`src/rtl/ca_pkg.sv`:
```
// Shared definitions for the cluster allocator.
// Assumes destination codes are two bits wide; the offsets are fixed by the code table.
package ca_pkg;

    typedef enum logic [1:0] {
        DST_SAME = 2'b00,
        DST_DN1  = 2'b01,
        DST_DN2  = 2'b10,
        DST_UP1  = 2'b11
    } dst_code_e;

    // Signed slice offset selected by a destination code.
    function automatic int dst_delta(input dst_code_e code);
        case (code)
            DST_SAME: return 0;
            DST_DN1:  return -1;
            DST_DN2:  return -2;
            default:  return 1;
        endcase
    endfunction

endpackage

```
`src/rtl/ca_cluster_router.sv`:
```
// Neighbour steering: each cluster sum goes to one macrocell within its window,
// and each macrocell ORs all arrivals. Destinations off the array are dropped
// and reported. Purely combinational; assumes N_SLICE >= 3.
module ca_cluster_router
    import ca_pkg::*;
#(
    parameter int N_SLICE = 16
) (
    input  logic [N_SLICE-1:0]   clus_sum,
    input  logic [2*N_SLICE-1:0] dst_code,
    output logic [N_SLICE-1:0]   local_sum,
    output logic                 range_err
);

    localparam int IW = $clog2(N_SLICE);

    // Scatter every cluster into its destination slice, flagging out-of-range targets.
    always_comb begin
        local_sum = '0;
        range_err = 1'b0;
        for (int c = 0; c < N_SLICE; c++) begin
            int d;
            d = c + dst_delta(dst_code_e'(dst_code[2*c +: 2]));
            if (d < 0 || d >= N_SLICE) begin
                range_err = 1'b1;
            end else begin
                local_sum[IW'(d)] = local_sum[IW'(d)] | clus_sum[c];
            end
        end
    end

endmodule

```
`src/rtl/ca_wide_chain.sv`:
```
// Wide steering: a slice's allocator sum is forwarded CHAIN_STRIDE slices ahead
// (with wrap-around) when its enable is set, and a forwarding slice outputs 0.
// Built as an unrolled gather per slice so no combinational loop exists even
// when a group's enables close into a ring; that ring is reported instead.
// Assumes N_SLICE is a multiple of CHAIN_STRIDE.
module ca_wide_chain #(
    parameter int N_SLICE      = 16,
    parameter int CHAIN_STRIDE = 4
) (
    input  logic [N_SLICE-1:0] local_sum,
    input  logic [N_SLICE-1:0] wide_fwd,
    output logic [N_SLICE-1:0] slice_out,
    output logic               loop_err
);

    localparam int IW    = $clog2(N_SLICE);
    localparam int CHAIN = N_SLICE / CHAIN_STRIDE;

    logic [N_SLICE-1:0]      alloc_sum;
    logic [CHAIN_STRIDE-1:0] grp_ring;

    // Gather for each slice the local sums of an unbroken run of forwarding predecessors.
    always_comb begin
        for (int n = 0; n < N_SLICE; n++) begin
            logic live;
            logic acc;
            live = 1'b1;
            acc  = local_sum[n];
            for (int k = 1; k < CHAIN; k++) begin
                int idx;
                idx  = (n + N_SLICE - ((k * CHAIN_STRIDE) % N_SLICE)) % N_SLICE;
                live = live & wide_fwd[IW'(idx)];
                acc  = acc | (live & local_sum[IW'(idx)]);
            end
            alloc_sum[n] = acc;
        end
    end

    // Ground the macrocell output of every slice that forwards its sum.
    always_comb begin
        slice_out = alloc_sum & ~wide_fwd;
    end

    // Detect chain groups whose enables are all set (a closed ring).
    generate
        for (genvar g = 0; g < CHAIN_STRIDE; g++) begin : g_ring
            always_comb begin
                grp_ring[g] = 1'b1;
                for (int j = 0; j < CHAIN; j++) begin
                    grp_ring[g] = grp_ring[g] & wide_fwd[g + j*CHAIN_STRIDE];
                end
            end
        end
    endgenerate

    // Any closed ring is an unrealisable configuration.
    always_comb begin
        loop_err = |grp_ring;
    end

endmodule

```
`src/rtl/ca_out_stage.sv`:
```
// Output register for the macrocell sums and the error flag.
// Synchronous active-low reset clears both.
module ca_out_stage #(
    parameter int N_SLICE = 16
) (
    input  logic               clk,
    input  logic               rst_n,
    input  logic [N_SLICE-1:0] sum_d,
    input  logic               err_d,
    output logic [N_SLICE-1:0] sum_q,
    output logic               err_q
);

    // Capture the routed sums and error flag each cycle.
    always_ff @(posedge clk) begin
        if (!rst_n) begin
            sum_q <= '0;
            err_q <= 1'b0;
        end else begin
            sum_q <= sum_d;
            err_q <= err_d;
        end
    end

endmodule

```
`src/rtl/cluster_alloc_top.sv`:
```
// Cluster allocator with wide chains: neighbour steering, four-slice forward
// chains with wrap-around, and a registered output stage. The configuration
// is treated as static data; illegal settings raise cfg_err and are grounded.
module cluster_alloc_top #(
    parameter int N_SLICE      = 16,
    parameter int CHAIN_STRIDE = 4
) (
    input  logic                 clk,
    input  logic                 rst_n,
    input  logic [N_SLICE-1:0]   clus_sum,
    input  logic [2*N_SLICE-1:0] dst_code,
    input  logic [N_SLICE-1:0]   wide_fwd,
    output logic [N_SLICE-1:0]   mc_sum,
    output logic                 cfg_err
);

    logic [N_SLICE-1:0] local_sum;
    logic [N_SLICE-1:0] slice_out;
    logic               range_err;
    logic               loop_err;
    logic               err_any;

    ca_cluster_router #(.N_SLICE(N_SLICE)) u_router (
        .clus_sum  (clus_sum),
        .dst_code  (dst_code),
        .local_sum (local_sum),
        .range_err (range_err)
    );

    ca_wide_chain #(.N_SLICE(N_SLICE), .CHAIN_STRIDE(CHAIN_STRIDE)) u_chain (
        .local_sum (local_sum),
        .wide_fwd  (wide_fwd),
        .slice_out (slice_out),
        .loop_err  (loop_err)
    );

    // Merge both error sources into one flag.
    always_comb begin
        err_any = range_err | loop_err;
    end

    ca_out_stage #(.N_SLICE(N_SLICE)) u_out (
        .clk   (clk),
        .rst_n (rst_n),
        .sum_d (slice_out),
        .err_d (err_any),
        .sum_q (mc_sum),
        .err_q (cfg_err)
    );

endmodule

```
`config.mk`:
```
export PLATFORM = sky130hd
export DESIGN_NAME = cluster_alloc_top
export DESIGN_NICKNAME = d
export VERILOG_FILES = /design/src/rtl/ca_pkg.sv /design/src/rtl/ca_cluster_router.sv /design/src/rtl/ca_wide_chain.sv /design/src/rtl/ca_out_stage.sv /design/src/rtl/cluster_alloc_top.sv
export SDC_FILE = /design/constraint.sdc
export NUM_CORES = 1
export LEC_CHECK = 0
export ABC_CLOCK_PERIOD_IN_PS = 14300
export BUFFER_PORTS_ARGS = -buffer_cell sky130_fd_sc_hd__buf_2
export CORE_ASPECT_RATIO = 2
export CORE_MARGIN = 4
export CORE_UTILIZATION = 25
export DETAILED_ROUTE_END_ITERATION = 8
export GPL_ROUTABILITY_DRIVEN = 0
export HOLD_SLACK_MARGIN = 0.08
export PLACE_DENSITY = 0.47
export SYNTH_ARGS = -nofsm -noshare
export SYNTH_HDL_FRONTEND = slang
export SYNTH_SLANG_ARGS = --single-unit
```
`constraint.sdc`:
```
create_clock -name clk -period 14.3 [get_ports clk]
set_clock_uncertainty 0.1 [all_clocks]
set_input_delay 2.86 -clock clk [delete_from_list [all_inputs] [get_ports clk]]
set_output_delay 2.86 -clock clk [all_outputs]
set_load 0.05 [all_outputs]
```
==> impl_metrics.tcl <==
set metrics [dict create \
    status "complete, no violations" \
    synthTopCellsByArea "ha_1 (21%), dfxtp_1 (9.5%), nand2_1 (5.4%)" \
    layout_common_cells "buf_2 (66), ha_1 (59), nand2_1 (52)" \
    routed_wl_um 12700 \
    nets 667 \
    antenna_left 0 \
    syn2layout_area_growth_pct 16.5 \
    tns_ps 0 \
    viasPerCell 5.39 \
    relSlewSlack 0.417 \
    dr.pass1.iters 5 \
    power_density_nw_per_um2 59.0 \
    first_global_vias 4061 \
    clock_sinks 17 \
    post_cts_resized 0 \
    synth_cells 483 \
    critPathLaunchType "primary input" \
    max_stage_delay_ps 720 \
    yosysSeqAreaShare 0.0950 \
    cts_max_level 1 \
    fin_crit_ps 8980 \
    coreArea_sq_um 14000 \
    slew_viol_final 0 \
    cp_top_family "compound AO/OA/AOI/OAI gates" \
    post_drt_wl_per_cell_um 17.4 \
    crit_chain "buf_2 -> inv_1 -> ha_1 -> nand2b_1 -> mux4_2 -> o21bai_1 -> a32oi_1 -> o32ai_2 -> o211ai_1 -> and4b_4 -> and3_1 -> o21ai_1 -> a221o_1 -> o22ai_2 -> o21ai_1 -> mux2_4 -> a31oi_1 -> a31o_1 -> a31oi_4 -> nor2_2 -> a2111oi_4" \
    path_clk_slew_ps 50 \
    worstPathBufferInverterCount 2 \
    num_rows 61 \
    dpl.hpwl_um 10900 \
    hold_class "in -> reg" \
    synth_cell_type_count 80 \
    cts_buffers 3 \
    ys_ff_latch 17 \
    clk_path_buf_depth 2 \
    synth_top_area_frac 0.206 \
    syn_avg_cell_area_sq_um 7.42 \
    ios 83 \
    syn-num-nets 608 \
    path_common_cell "o21ai_1" \
    drc 0 \
    tritoncts "done" \
    crit_arrival_ps 9030 \
    synth-edff-count 0 \
    die_h_um 177 \
    grt-ovfl-total 0 \
    hold_viol 0 \
    cp.required_ps 14340 \
    final_cells 730 \
    start_util 0.256 \
    dp.cells 726 \
    async_flop_share 0 \
    die_w_um 92.6 \
    port_buffers 66 \
    final.setup.worst_slack_ps 5320 \
    cts_root_buffer "clkbuf_16" \
    peakVddDrop_uv 28.4 \
    min_period_over_period 0.628 \
    postCtsSetupRepairBufs 0 \
    critical_path_depth 21 \
    grt_use_total 0.151 \
    cts_hold_buf 0 \
    fmax_mhz 111 \
    antenna_found_initial 0 \
    p_leak_uw 0.00180 \
    layout_commonest_cell "buf_2" \
    worst_pin_slew_ps 872 \
    drive_gt1_frac 0.181 \
    die-area_sq_um 16400 \
    yosys.area.top_type "ha_1" \
    cp-end-kind "register" \
    drv_cap 0 \
    cp_max_fo 11 \
    rsz0062_at_grt "false" \
    first_iter_violations 185 \
    synth_area_sq_um 3580 \
    antennaDiodeCount 0 \
    finalInstanceArea_sq_um 4170 \
    cp_slowest_cell "o32ai_2" \
    synth_warnings 0 \
    hold_depth 2 \
    num_vias 3936 \
    finalSetupViolCount 0 \
    crit_type "in -> reg" \
    place_area_sq_um 4090 \
    pre_cts_ws_ps 5190 \
    synthFlopType "dfxtp_1" \
    grt_max_degree 18 \
    grt_pass1_wl_um 19900 \
]
==> sequential cells by signal (all words and copies together), names as in the netlist <==
register	flops
u_out.sum_q	16
u_out.err_q	1
==> synth_stat cells (all sizes together) (4+ instances only) <==
| master | number |
|---|---|
| clkbuf | 8 |
| a32oi | 4 |
| a31oi | 17 |
| a31o | 4 |
| dfxtp | 17 |
| ha | 59 |
| o21ai | 22 |
| o21bai | 4 |
| a221oi | 4 |
| nand3 | 10 |
| and2 | 8 |
| nand2 | 52 |
| nor3 | 14 |
| and3 | 7 |
| nor2b | 8 |
| a311oi | 4 |
| inv | 35 |
| a21oi | 23 |
| or2 | 8 |
| nand4b | 4 |
| nor3b | 4 |
| nand4 | 9 |
| a211oi | 7 |
| o211ai | 11 |
| o21a | 5 |
| nand3b | 4 |
| nand2b | 14 |
| a22oi | 4 |
| o31ai | 7 |
| nor2 | 45 |
| o22ai | 4 |
| buf | 4 |
==> worst paths after layout <==
kind                                          to          from  slack, ps
worst max-delay path   u_out.sum_q[6]$_SDFF_PN0_   dst_code[2]       5320
worst min-delay path  u_out.sum_q[15]$_SDFF_PN0_  wide_fwd[15]       2680
==> metal layers <==
layer / vias up / share of wire / GRT usage / routed length (um)
met5: - / 0 / 0 / 0
met3: 45 / 0.042 / 0.0102 / 529
met4: 0 / 0.060 / 0.0899 / 756
li1: 1927 / - / - / -
met1: 1815 / 0.32 / 0.131 / 4100
met2: 149 / 0.58 / 0.318 / 7290
==> power breakdown <==
part | total, uW | leakage, uW | internal, uW | switching (uW)
Combinational | 140 | 0.00162 | 49.1 | 91.2
Clock | 54.6 | 0.0000382 | 37.8 | 16.8
Sequential | 51.2 | 0.000141 | 50.6 | 0.577
==> kinds of logic after synthesis <==
family | after synthesis | share of synthesized area
compound gates | 157 | 0.343
fa+ha+maj | 59 | 0.206
buf+inv | 48 | 0.0534
flops | 17 | 0.0950
mux | 5 | 0.0227
simple gates | 197 | 0.280
==> layout make-up <==
type	count	area (sq um)
fillers	1550	9800
multi-input cells	418	3050
clock buffers	4	78.8
well taps	189	236
inverters	36	135
flip-flops and latches	17	340
repair buffers	66	330
==> stage by stage <==
stage                     utilization  power (uW)  hold WS, ps
after global routing            0.299         263         2680
after global placement          0.293         190         2930
final                           0.299         246         2680
after CTS                       0.299         247         2680
after floorplan                     -         150         2820
after detailed placement        0.293         191         2940
Note: power is estimated with default switching activity, not from simulation.
